File: src/rtl/msu_pkg.sv
`timescale 1ns/1ps
package msu_pkg;

   localparam int LINES = 4;

   // Line index: status level bit = 4 + index, change flag bit = index.
   typedef enum logic [1:0] {
      LN_CTS = 2'd0,
      LN_DSR = 2'd1,
      LN_RING = 2'd2,
      LN_CARR = 2'd3
   } line_e;

   typedef enum logic {
      EDGE_ANY  = 1'b0,
      EDGE_FALL = 1'b1
   } edge_e;

   // Which change of the active-high level raises the flag of a line.
   function automatic edge_e edge_kind(input int idx);
      return (idx == int'(LN_RING)) ? EDGE_FALL : EDGE_ANY;
   endfunction

   // Modem-control bit that feeds a line in loopback.
   function automatic int ctl_index(input int idx);
      case (idx)
         int'(LN_CTS):  return 1; // RTS
         int'(LN_DSR):  return 0; // DTR
         int'(LN_RING): return 2; // OUT1
         default:       return 3; // OUT2
      endcase
   endfunction

endpackage

File: src/rtl/msu_sync.sv
`timescale 1ns/1ps
module msu_sync #(
   parameter int          WIDTH   = 4,
   parameter int          STAGES  = 2,
   parameter logic        RST_VAL = 1'b1
) (
   input  logic             clk,
   input  logic             rst_n,
   input  logic [WIDTH-1:0] d,
   output logic [WIDTH-1:0] q
);

   generate
      if (STAGES < 2) begin : g_bad_stages
         $error("msu_sync: STAGES must be at least 2");
      end
      if (WIDTH < 1) begin : g_bad_width
         $error("msu_sync: WIDTH must be positive");
      end
   endgenerate

   logic [WIDTH-1:0] chain_q [STAGES];

   always_ff @(posedge clk or negedge rst_n) begin
      if (!rst_n) begin
         for (int s = 0; s < STAGES; s++) chain_q[s] <= {WIDTH{RST_VAL}};
      end else begin
         chain_q[0] <= d;
         for (int s = 1; s < STAGES; s++) chain_q[s] <= chain_q[s-1];
      end
   end

   assign q = chain_q[STAGES-1];

endmodule

File: src/rtl/msu_src_sel.sv
`timescale 1ns/1ps
module msu_src_sel
   import msu_pkg::*;
#(
   parameter int NLINES = LINES
) (
   input  logic              loop_en,
   input  logic [NLINES-1:0] pin_act,
   input  logic [3:0]        mctl,
   output logic [NLINES-1:0] src
);

   generate
      if (NLINES != LINES) begin : g_bad_lines
         $error("msu_src_sel: NLINES must match the package line count");
      end
      for (genvar i = 0; i < NLINES; i++) begin : g_line
         localparam int CI = ctl_index(i);
         assign src[i] = loop_en ? mctl[CI] : pin_act[i];
      end
   endgenerate

endmodule

File: src/rtl/msu_delta.sv
`timescale 1ns/1ps
module msu_delta
   import msu_pkg::*;
#(
   parameter edge_e KIND = EDGE_ANY
) (
   input  logic clk,
   input  logic rst_n,
   input  logic cur,
   input  logic rd_clr,
   output logic lvl_q,
   output logic flag_q
);

   logic hit;

   generate
      if (KIND == EDGE_FALL) begin : g_fall
         assign hit = lvl_q & ~cur;
      end else begin : g_any
         assign hit = lvl_q ^ cur;
      end
   endgenerate

   // Previous level resets to deasserted, so a line held asserted
   // through reset produces its flag once released.
   always_ff @(posedge clk or negedge rst_n) begin
      if (!rst_n) begin
         lvl_q  <= 1'b0;
         flag_q <= 1'b0;
      end else begin
         lvl_q <= cur;
         if (hit)         flag_q <= 1'b1;
         else if (rd_clr) flag_q <= 1'b0;
      end
   end

   // an unread flag stays set
   a_r2_sticky: assert property (@(posedge clk) disable iff (!rst_n)
      (flag_q && !rd_clr) |=> flag_q);

   // a read with no change on this line clears the flag
   a_r4_read_clears: assert property (@(posedge clk) disable iff (!rst_n)
      (rd_clr && (lvl_q == cur)) |=> !flag_q);

   generate
      if (KIND == EDGE_FALL) begin : g_chk_fall
         // the ring flag only rises on a 1 -> 0 level step
         a_r3_fall_only: assert property (@(posedge clk) disable iff (!rst_n)
            $rose(flag_q) |-> ($past(lvl_q) && !lvl_q));
         // a falling step wins over a read on the same edge
         a_r9_set_wins_fall: assert property (@(posedge clk) disable iff (!rst_n)
            (lvl_q && !cur) |=> flag_q);
      end else begin : g_chk_any
         // any step wins over a read on the same edge
         a_r9_set_wins_any: assert property (@(posedge clk) disable iff (!rst_n)
            (lvl_q != cur) |=> flag_q);
      end
   endgenerate

endmodule

File: src/rtl/modem_status_unit.sv
`timescale 1ns/1ps
module modem_status_unit
   import msu_pkg::*;
#(
   parameter int SYNC_STAGES = 2,
   parameter int WORD_W      = 32
) (
   input  logic              clk,
   input  logic              rst_n,
   input  logic              cts_in_n,
   input  logic              dsr_in_n,
   input  logic              ri_in_n,
   input  logic              dcd_in_n,
   input  logic [3:0]        mctl,
   input  logic              loop_en,
   input  logic              irq_en,
   input  logic              rd_stb,
   output logic [WORD_W-1:0] stat_word,
   output logic              irq
);

   localparam int LVL_LSB = LINES;
   localparam int USED_W  = 2 * LINES;

   generate
      if (WORD_W < USED_W) begin : g_bad_word
         $error("modem_status_unit: WORD_W must hold the status byte");
      end
   endgenerate

   logic [LINES-1:0] pins_n, pins_sync_n, pin_act, src, lvl, flg;

   always_comb begin
      pins_n            = '0;
      pins_n[LN_CTS]    = cts_in_n;
      pins_n[LN_DSR]    = dsr_in_n;
      pins_n[LN_RING]   = ri_in_n;
      pins_n[LN_CARR]   = dcd_in_n;
   end

   msu_sync #(.WIDTH(LINES), .STAGES(SYNC_STAGES), .RST_VAL(1'b1)) u_sync (
      .clk   (clk),
      .rst_n (rst_n),
      .d     (pins_n),
      .q     (pins_sync_n)
   );

   assign pin_act = ~pins_sync_n;

   msu_src_sel #(.NLINES(LINES)) u_sel (
      .loop_en (loop_en),
      .pin_act (pin_act),
      .mctl    (mctl),
      .src     (src)
   );

   generate
      for (genvar i = 0; i < LINES; i++) begin : g_trk
         msu_delta #(.KIND(edge_kind(i))) u_delta (
            .clk    (clk),
            .rst_n  (rst_n),
            .cur    (src[i]),
            .rd_clr (rd_stb),
            .lvl_q  (lvl[i]),
            .flag_q (flg[i])
         );
      end
      if (WORD_W > USED_W) begin : g_pad
         assign stat_word[WORD_W-1:USED_W] = '0;
      end
   endgenerate

   assign stat_word[USED_W-1:LVL_LSB] = lvl;
   assign stat_word[LVL_LSB-1:0]      = flg;
   assign irq = irq_en & (|flg);

   // no request while the enable is low
   a_r10_irq_gate: assert property (@(posedge clk) disable iff (!rst_n)
      !irq_en |-> !irq);

   // a raised request always has a pending flag behind it
   a_r10_irq_cause: assert property (@(posedge clk) disable iff (!rst_n)
      irq |-> (stat_word[LVL_LSB-1:0] != '0));

   // in steady loopback the carrier and ring levels track OUT2 and OUT1
   a_r5_loop_carr: assert property (@(posedge clk) disable iff (!rst_n)
      ($past(rst_n) && $past(loop_en)) |-> (stat_word[LVL_LSB + 3] == $past(mctl[3])));
   a_r5_loop_ring: assert property (@(posedge clk) disable iff (!rst_n)
      ($past(rst_n) && $past(loop_en)) |-> (stat_word[LVL_LSB + 2] == $past(mctl[2])));

endmodule

File: config.mk
export PLATFORM = sky130hd
export DESIGN_NAME = modem_status_unit
export DESIGN_NICKNAME = d
export VERILOG_FILES = /design/src/rtl/msu_pkg.sv /design/src/rtl/msu_sync.sv /design/src/rtl/msu_src_sel.sv /design/src/rtl/msu_delta.sv /design/src/rtl/modem_status_unit.sv
export SDC_FILE = /design/constraint.sdc
export NUM_CORES = 1
export LEC_CHECK = 0
export ABC_AREA = 1
export CAP_MARGIN = 10
export CORE_UTILIZATION = 38
export CTS_CLUSTER_DIAMETER = 40
export CTS_CLUSTER_SIZE = 30
export DETAILED_ROUTE_END_ITERATION = 6
export PLACE_DENSITY = 0.74
export REMOVE_ABC_BUFFERS = 1
export SYNTH_ARGS = -nofsm -noshare
export SYNTH_HDL_FRONTEND = slang
export SYNTH_SLANG_ARGS = --single-unit
File: constraint.sdc
create_clock -name clk -period 1 [get_ports clk]
set_input_delay 0.2 -clock clk [delete_from_list [all_inputs] [get_ports clk]]
set_output_delay 0.2 -clock clk [all_outputs]
set_load 0.01 [all_outputs]
### Yosys cells after proc, flatten, opt, wreduce, memory -nomap -nowiden

Cells that the tools add are included.
Widths: inputs -> output; s select.

| cells by class | value |
|---|---|
| order comparisons | 0 |
| divide/modulo/power cells | 0 |
| shift-type cells | 0 |
| bitwise gates (word level) | 7 |
| reduce and logical (&&, ||, !) cells | 5 |
| eq/ne operators | 0 |
| $mul | 0 |
| muxes and demuxes | 9 |
| $add $sub $neg | 0 |

Operators by type and width:

| operator | count |
|---|---|
| $mux 1 | 9 |
| $reduce_bool 2->1 | 4 |
| $not 4->4 | 1 |
| $reduce_or 4->1 | 1 |
| $xor 1x1->1 | 3 |
| $and 1x1->1 | 2 |
| $not 1->1 | 1 |

| word-level totals | value |
|---|---|
| memories kept | 0 |
| output and inout bits | 33 |
| word-level logic and storage cells | 31 |
| latch bits | 0 |
| register bits after elaboration | 16 |
| RAM bits | 0 |
| bits of input ports | 13 |
| ROM bits | 0 |

### Logic depth before layout (Yosys ltp)

Gate-level depths: netlist of run 1.

| logic depth | value |
|---|---|
| depth in word-level cells | 5 |
| mapped depth | 5 |
| gate-level depth less buffers | 4 |

### Hierarchy

A second synthesis of run 1 with hierarchy kept.

| unflattened totals | value |
|---|---|
| cell total of the unflattened synthesis | 92 |
| area, all modules | 805.8 um^2 |

By module, submodules not included:

| module | seq. area each (um^2) | cells each | area an instance (um^2) | times used |
|---|---|---|---|---|
| msu_sync | 210.2 | 12 | 240.2 | 1 |
| msu_delta (g_trk[0].u_delta ...) | 50.0 | 9 | 77.6 | 3 |
| modem_status_unit | 0.0 | 33 | 215.2 | 1 |
| msu_delta (g_trk[2].u_delta) | 50.0 | 7 | 68.8 | 1 |
| msu_src_sel | 0.0 | 13 | 48.8 | 1 |

### Worst setup path after synthesis of run 1

No wires, ideal clock.

| path | value |
|---|---|
| path type | flip-flop to output port |
| from | reg g_trk[3].u_delta.flag_q |
| to | out irq |
| cell stages (with the launch flop) | 3 |
| required time | 800 ps |
| setup slack | 117 ps |
| arrival time | 683 ps |
| buffers on the path | 0 |
| path through | dfrtp_1 > nor2_1 > a21boi_0 |

| between the ends | value |
|---|---|
| longest elaborated chain between the ends | 2 |

Ends and longest elaborated chain:

| element | RTL line | text |
|---|---|---|
| start, declared | msu_delta.sv:12 | `output logic flag_q` |
| start signal, assigned | msu_delta.sv:30 | `flag_q <= 1'b0;` |
| start signal, assigned | msu_delta.sv:33 | `if (hit) flag_q <= 1'b1;` |
| start signal, assigned | msu_delta.sv:34 | `else if (rd_clr) flag_q <= 1'b0;` |
| $reduce_or 4->1 | modem_status_unit.sv:75 | `assign irq = irq_en & (\|flg);` |
| $and 1x1->1 | modem_status_unit.sv:75 |  |
| end, declared | modem_status_unit.sv:19 | `output logic irq` |

No other way between the ends.

### Worst setup path in the final report of run 1

| path | value |
|---|---|
| from | reg g_trk[1].u_delta.flag_q |
| to | out irq |

| between the ends | value |
|---|---|
| longest elaborated chain between the ends | 2 |

Ends and longest elaborated chain:

| element | RTL line |
|---|---|
| start, declared | msu_delta.sv:12 |
| start signal, assigned | msu_delta.sv:30 |
| start signal, assigned | msu_delta.sv:33 |
| start signal, assigned | msu_delta.sv:34 |
| $reduce_or 4->1 | modem_status_unit.sv:75 |
| $and 1x1->1 | modem_status_unit.sv:75 |

No other way between the ends.

==> results of run 1 <==
-- per-stage QoR --
stage	total power, uW	hold slack [ns]	setup WS [ns]	instances	TNS, ns
floorplan	870	-0.0956	0.0539	84	0
global placement	1060	0.345	-0.558	140	-3.37
detailed placement	1070	0.347	-0.595	140	-3.55
CTS	1510	0.235	-0.219	146	-0.804
global route	1600	0.243	-0.282	148	-1.15
finish	1510	0.240	-0.206	148	-0.691
-- critical path, stage by stage, from the launching register on --
cell                       delay, ns
sky130_fd_sc_hd__dfrtp_1        0.40
sky130_fd_sc_hd__nor2_1         0.12
sky130_fd_sc_hd__a21boi_1       0.07
sky130_fd_sc_hd__buf_2          0.14
-- final cells by class --
cell class | instances | area (um2)
clock buffer | 4 | 36.3
fill | 196 | 981
inverter | 8 | 30.0
multi-input combinational | 60 | 264
sequential | 16 | 410
tap | 27 | 33.8
timing repair buffer | 33 | 307
-- repair_timing --
| action | CTS | global route |
|---|---|---|
| pin swaps | 2 | 1 |
| setup endpoints to repair | 9 | 13 |
| gates resized for setup | 43 | 3 |
| gates cloned | 0 | 0 |
| buffers inserted | 2 | 2 |
-- per-layer routing --
layer | global-route usage | part of all wire
met1 | 0.117 | 0.38
met2 | 0.203 | 0.54
met3 | 0.0401 | 0.067
met4 | 0.0667 | 0.0082
met5 | 0 | 0
-- where the power goes --
group	total, uW	leakage [uW]	internal [uW]	switching (uW)
clock	415	0.0000210	221	194
combinational	355	0.000381	194	161
sequential	736	0.000177	709	26.9
-- logic make-up after synthesis --
| logic type | Yosys count | share of synthesized area |
|---|---|---|
| DFF | 16 | 0.473 |
| buffers and inverters | 41 | 0.325 |
| AOI/OAI and AO/OA | 1 | 0.00866 |
| and+or+nand+nor | 35 | 0.189 |
| other | 1 | 0.00432 |
-- flip-flops by register name (all words and copies together) (netlist names) --
name,count
g_trk.u_delta.lvl_q,4
u_sync.q,4
u_sync.chain_q,4
g_trk.u_delta.flag_q,4
-- layout by cell type (no fill, tap or decap) --
cell	synthesis	final
sky130_fd_sc_hd__a21boi_1	0	1
sky130_fd_sc_hd__buf_12	0	1
sky130_fd_sc_hd__buf_2	0	5
sky130_fd_sc_hd__buf_4	32	8
sky130_fd_sc_hd__buf_6	1	7
sky130_fd_sc_hd__clkbuf_4	0	3
sky130_fd_sc_hd__clkbuf_8	0	1
sky130_fd_sc_hd__clkdlybuf4s50_1	0	11
sky130_fd_sc_hd__conb_1	1	24
sky130_fd_sc_hd__dfrtp_1	8	8
sky130_fd_sc_hd__dfstp_2	8	8
sky130_fd_sc_hd__dlymetal6s2s_1	0	1
sky130_fd_sc_hd__inv_1	7	7
sky130_fd_sc_hd__inv_2	1	1
sky130_fd_sc_hd__nand2_1	21	21
sky130_fd_sc_hd__nand2_2	1	1
sky130_fd_sc_hd__nand3_1	6	6
sky130_fd_sc_hd__nand3_2	1	1
sky130_fd_sc_hd__nand3b_1	3	3
sky130_fd_sc_hd__nor2_1	2	1
sky130_fd_sc_hd__nor2_2	0	1
sky130_fd_sc_hd__or2_4	1	1
-- worst paths after layout --
| check | depth (start not counted) | slack [ns] | startpoint | to |
|---|---|---|---|---|
| setup / recovery | 3 | -0.21 | g_trk[1].u_delta.flag_q$_DFFE_PN0P_ | irq |
| hold reg to reg | 0 | 0.36 | u_sync.chain_q[7]$_DFF_PN1_ | u_sync.q[3]$_DFF_PN1_ |
| hold / removal | 2 | 0.24 | rst_n | g_trk[0].u_delta.lvl_q$_DFF_PN0_ |
| setup reg to reg | 4 | 0.10 | g_trk[1].u_delta.lvl_q$_DFF_PN0_ | g_trk[1].u_delta.flag_q$_DFFE_PN0P_ |
| min in group clk | 1 | 0.32 | cts_in_n | u_sync.chain_q[4]$_DFF_PN1_ |
| max in group asynchronous | 2 | 0.55 | rst_n | u_sync.q[2]$_DFF_PN1_ |
-- synth_stat cells, drive strengths merged --
library cell	instances	area, um2
buf	33	251
nand2	22	85.1
dfrtp	8	200
dfstp	8	210
inv	8	30.0
nand3	7	40.0
nand3b	3	22.5
nor2	2	7.51
a21boi	1	7.51
conb	1	3.75
or2	1	8.76
==> flow_results.org, run 1 <==
** Status
- Status :: finished, violations left
- The final reports fail on setup timing.

** Synthesis
- After synthesis the netlist holds a flip-flop and latch count of 16.
- Sequential cell area fraction in the yosys report :: 0.473
- Summing every instance area after synthesis gives between 800 and 900 um2.
- During synthesis, Yosys emitted a total of 0 warnings.
- Syn_area_per_cell :: ~9.2 um2
- Counting distinct cell types in the post-synthesis netlist gives 15.
- The cell count after synthesis came out at 94.

** Hold path
- Worst min-delay path category :: input pin to asynchronous set/reset pin

** Run
- Number of max-capacitance violations reported :: 0

** GRT
- For this run the aggregate overflow at the end of global routing stands at 0.
- GRT Overall Usage :: 0.116
- The number of global-route vias before repair was 535.
- Largest net degree at the start of global routing :: 17
- Antenna violations before repair :: 0
- The first global-routing pass estimated around 2100 um of wire.

** Floorplanning
- The core region is slightly above 2000 um2.
- After floorplanning, the core was divided into 16 placement rows.
- Measured along the y axis, the die boundary spans roughly 50 um.
- Initial Utilization :: 0.421
- between 40 and 50 I/O pins were placed.
- Die width :: around 50 um
- The die covers ~2500 um2.

** Routing
- Post-detailed-route via-to-cell ratio :: between 3 and 4
- Antenna Nets Post-Route :: 0
- Number of vias after detailed routing :: 587
- Starting DRC count in detailed routing :: 1
- Number of DRC violations after detailed routing :: 0
- The first detailed-routing pass ran for 2 iterations.
- In the final routed layout, each cell accounts on average for about 8.2 um.
- Overall routed net length :: ~1200 um

** Cells and area
- The number of antenna diodes in the final layout is 0.
- Of the cells placed in the final design, the portion with a size suffix greater than 1 is 0.314.
- The area growth from synthesis to layout is 24.7%.
- Once layout is complete, the utilization of the core stands at 0.524.
- Post-route standard cell area excluding fillers :: roughly 1100 um2
- Number of nets at the end of the flow :: roughly 140

** Critical path
- Endpoint kind of the worst setup timing path :: primary output
- WP data arrival :: 1.01 ns
- Data on the critical path is required at its endpoint by 0.80 ns.
- The critical path is of the flip-flop to primary output type.
- In this run the worst path has a maximum fanout of 2.
- Kind of start point of the critical path :: flip-flop

** Clock tree
- Hold buffers post-CTS :: 0
- Counting the buffers created by CTS gives 3.
- Cell at the root of the clock tree :: sky130_fd_sc_hd__clkbuf_4
- CTS sink cnt :: 16
- CTS H-tree depth :: 1
- The clock passes through at most 2 buffers.
- Clk slew on worst S/H paths :: ~0.090 ns
- For the worst-skew pair, the clock arrives at the later sink with an insertion delay of between 0.2 and 0.3 ns.
- TritonCTS built the clock tree.

** Timing
- Once routing completed, OpenROAD measured the worst setup slack at -0.206 ns.
- Final Skew :: about 0.0038 ns
- Setup violations remaining at the end of the flow were counted as 7.
- Count of final hold-check violations :: 0
- RSZ-0062 raised after global routing :: true
- Period minus WS final :: approximately 1.2 ns
- Top achievable clock speed :: about 830 MHz
- The count of final max-slew check failures was 0.
- Dividing the final minimum period by the clock period gives 1.21.

** Power
- For this design the static power due to leakage is between 0.0005 and 0.0006 uW.
- Peak ir drop on the vdd network :: 0.824 mV
- Power density normalized to cell area :: 1390 nW/um2

** Place
- The HPWL after detailed placement is 940 um.
- In this run the tool buffered the top-level ports with 21 buffer cells.
- In this run the cell area measured after placement is just over 1000 um2.
- Final RePlAce weighted congestion :: around 0.67
No activity file was read; power rests on OpenSTA's default activity.
==> inputs of run 2 (changes only) <==
--- a/config.mk
+++ b/config.mk
@@ -11,6 +11,7 @@
 export CTS_CLUSTER_DIAMETER = 40
 export CTS_CLUSTER_SIZE = 30
 export DETAILED_ROUTE_END_ITERATION = 6
+export GPL_TIMING_DRIVEN = 0
 export PLACE_DENSITY = 0.74
 export REMOVE_ABC_BUFFERS = 1
 export SYNTH_ARGS = -nofsm -noshare
==> run 2 against run 1 <==
Net effect: the flow still finishes with violations (setup timing); critical path depth did not move; die area did not move; utilization fell by 4.3 points; fmax rose by 3.6%; register-to-register slack improved by 0.04 ns; routed wire length fell by 2.3%; flip-flop and latch count did not move; sequential power barely moved; worst setup slack improved by 0.042 ns; critical endpoint unchanged; highest routed layer is now met3.
==> flow_results.org, run 2 (synthesis gave the netlist of run 1 again) <==
** Clock tree
- The CTS tree is done (unchanged).
- The number of hold buffers added after CTS came to 0 (unchanged).
- CTS sink cnt :: 16 (unchanged)
- Insertion delay of the later-clocked pin in the worst-skew pair :: 0.28 ns (about the same)
- The TritonCTS buffer count came to 3 (unchanged).
- The master cell of the clock root buffer was sky130_fd_sc_hd__clkbuf_4 (unchanged).
- The total number of H-tree levels came to 1 (unchanged).
- Clk slew on worst S/H paths :: 0.09 ns (about the same)
- The maximum buffer depth of the clock tree is 2 (unchanged).

** Critical path
- Cells traversed along the worst timing path :: nor2_2, a21boi_1, buf_2 (was nor2_1, a21boi_1, buf_2)
- The worst path buffer plus inverter count came to 1 (unchanged).
- The maximum fanout encountered on the critical timing path was 2 (unchanged).
- The critical path's slowest cell was sky130_fd_sc_hd__dfrtp_1 (unchanged).
- The delay of the slowest cell on the worst path came to 0.39 ns (was 0.40 ns).
- WP data arrival :: 0.96 ns (was 1.01 ns)
- Cell family with the largest share of critical-path delay :: flip-flops (unchanged)
- The start point of the critical path is g_trk[0].u_delta.flag_q$_DFFE_PN0P_ (was g_trk[1].u_delta.flag_q$_DFFE_PN0P_).
- R2R Path Start :: u_sync.q[1]$_DFF_PN1_ (was g_trk[1].u_delta.lvl_q$_DFF_PN0_)
- The sort of element at the start of the critical path is a flip-flop (unchanged).
- Required time of the worst setup path :: 0.80 ns (about the same)
- Worst Setup Path Type :: flip-flop to primary output (unchanged)
- The critical path endpoint category is a primary output (unchanged).

** Timing
- Number of slew-limit violations in the final report :: 0 (unchanged)
- The minimum hold slack is 0.316 ns (was 0.240 ns).
- Share of the clock period used by the worst path :: 1.16 (was 1.21)
- Relative slew margins :: 0.547
- Top achievable clock speed :: 860 MHz (was 829 MHz)
- The setup TNS after final layout was -0.522 ns (was -0.691 ns).
- RSZ-0062 raised after global routing :: true (unchanged)
- Final worst-path setup slack :: -0.163 ns (was -0.206 ns)
- Final Skew :: 0.000719 ns (was 0.00383 ns)
- Count of final hold-check violations :: 0 (unchanged)
- Least-Margin Pin Slew :: 0.677 ns
- Total setup violations reported at the end of the flow :: 6 (was 7)
- Period minus WS final :: 1.16 ns (was 1.21 ns)

** GRT
- Antenna violations before repair :: 0 (unchanged)
- Met3 Use GR :: 0.0185 (was 0.0401)
- The number of global-route vias before repair came to 498 (was 535).
- GRT Overall Usage :: 0.103 (was 0.116)
- Met2 Use GR :: 0.185 (was 0.203)
- Largest net degree at the start of global routing :: 17 (unchanged)
- Global-route wire length before repair :: 1910 um (was 2120 um)
- M1 GR Usage :: 0.112 (was 0.117)
- The routing layer with the top usage in global route is met2 (unchanged).
- GR Overflow Total :: 0 (unchanged)

** Floorplanning
- The row count is 16 (unchanged).
- The I/O pin count came to 46 (unchanged).
- Initial Utilization :: 0.421 (unchanged)
- Die extent in y :: 49.8 um (unchanged)
- The core box area came to 2060 um2 (unchanged).
- The die footprint came to 2480 um2 (unchanged).
- The overall die width came to 49.8 um (unchanged).

** Cells and area
- Share of cells above drive strength 1 :: 0.272 (was 0.314)
- Commonest non-fill, non-tap cells in the layout :: sky130_fd_sc_hd__conb_1 (24), sky130_fd_sc_hd__nand2_1 (21), sky130_fd_sc_hd__clkdlybuf4s50_1 (11) (unchanged)
- The final-stage net count was 129 (was 135).
- Diodes inserted :: 0 (unchanged)
- The area overhead of the layout relative to synthesis was 14.4% (was 24.7%).
- The leading cell type in the layout, fill and taps excluded is sky130_fd_sc_hd__conb_1 (unchanged).
- The final cell area excluding filler cells was 992 um2 (was 1080 um2).
- Fill cell count :: 201 (was 196)

** Place
- The final estimated routing congestion in global placement was 0.673 (was 0.666).
- Worst slack at placement :: -0.568 ns (was -0.595 ns)
- Cell Area, Placed :: 946 um2 (was 1020 um2)
- HPWL after detailed placement :: 868 um (was 940 um)
- Port buffer count :: 21 (unchanged)

** Status
- Violations in the final reports :: setup timing (unchanged)
- Status: finished, violations left (unchanged).

** Power
- The static power due to leakage is 0.000526 uW (was 0.000578 uW).
- Peak ir drop on the vdd network :: 0.840 mV (was 0.824 mV)
- The power per standard cell area was 1360 nW/um2 (was 1390 nW/um2).
- Overall power after layout :: 1350 uW (was 1510 uW)

** Hold path
- Worst min-delay path category :: input pin to flip-flop (was input pin to asynchronous set/reset pin)
- Hold path start :: dsr_in_n

** Routing
- The number of design rule violations left after detail routing was 0 (unchanged).
- The routed wirelength normalized by instance count came to 8.43 um (was 8.22 um).
- Starting DRC count in detailed routing :: 7 (was 1)
- First-pass iteration count of the detailed router :: 3 (was 2)
- Overall routed net length :: 1190 um (was 1220 um)
- Number of vias after detailed routing :: 551 (was 587)
- The number of routed nets with antenna violations is 0 (unchanged).
- Post-detailed-route via-to-cell ratio :: 3.91 (was 3.97)

** Run
- The number of max-cap violations is 0 (unchanged).
## run 2: cell count changes in the layout (fill, tap and decap cells not counted), sizes merged
cell          before  now
dlygate4sd2        0    1
clkbuf             4    3
buf               21   15
dlymetal6s2s       1    0
## run 2: cell type report
| cell class | count | area [um2] | area share |
|---|---|---|---|
| multi-input combinational | 60 | 264 | 0.266 |
| inverter | 8 | 30.0 | 0.0303 |
| sequential | 16 | 410 | 0.414 |
| tap | 27 | 33.8 | 0.0340 |
| timing repair buffer | 27 | 231 | 0.233 |
| clock buffer | 3 | 22.5 | 0.0227 |
## run 2: final timing paths
check                      cells after the start  slack, ns                             endpoint
setup / recovery                               3      -0.16                                  irq
hold / removal                                 1       0.32          u_sync.chain_q[5]$_DFF_PN1_
setup reg to reg                               4       0.14  g_trk[1].u_delta.flag_q$_DFFE_PN0P_
hold reg to reg                                0       0.36                u_sync.q[3]$_DFF_PN1_
max in group asynchronous                      1       0.23     g_trk[3].u_delta.lvl_q$_DFF_PN0_
min in group asynchronous                      1       0.33     g_trk[0].u_delta.lvl_q$_DFF_PN0_
## run 2: what timing repair did
item,CTS,global route
pin swaps,1,0
resized for setup,41,2
setup endpoints to repair,11,9
buffers inserted,6,0
## run 2: per-stage QoR
step,instances,util
floorplan,84,-
global placement,132,0.459
detailed placement,132,0.459
CTS,141,0.478
global route,141,0.481
finish,141,0.481
## run 2: metal layers
layer	vias up	routed length, um
li1	270	-
met5	-	0
met3	0	89
met1	245	487
met4	0	0
met2	36	610
## run 2: power breakdown
part	leakage [uW]	internal, uW	switching, uW
Clock	0.0000138	139	178
Combinational	0.000335	149	151
Sequential	0.000177	709	26.8
Total	0.000526	998	356
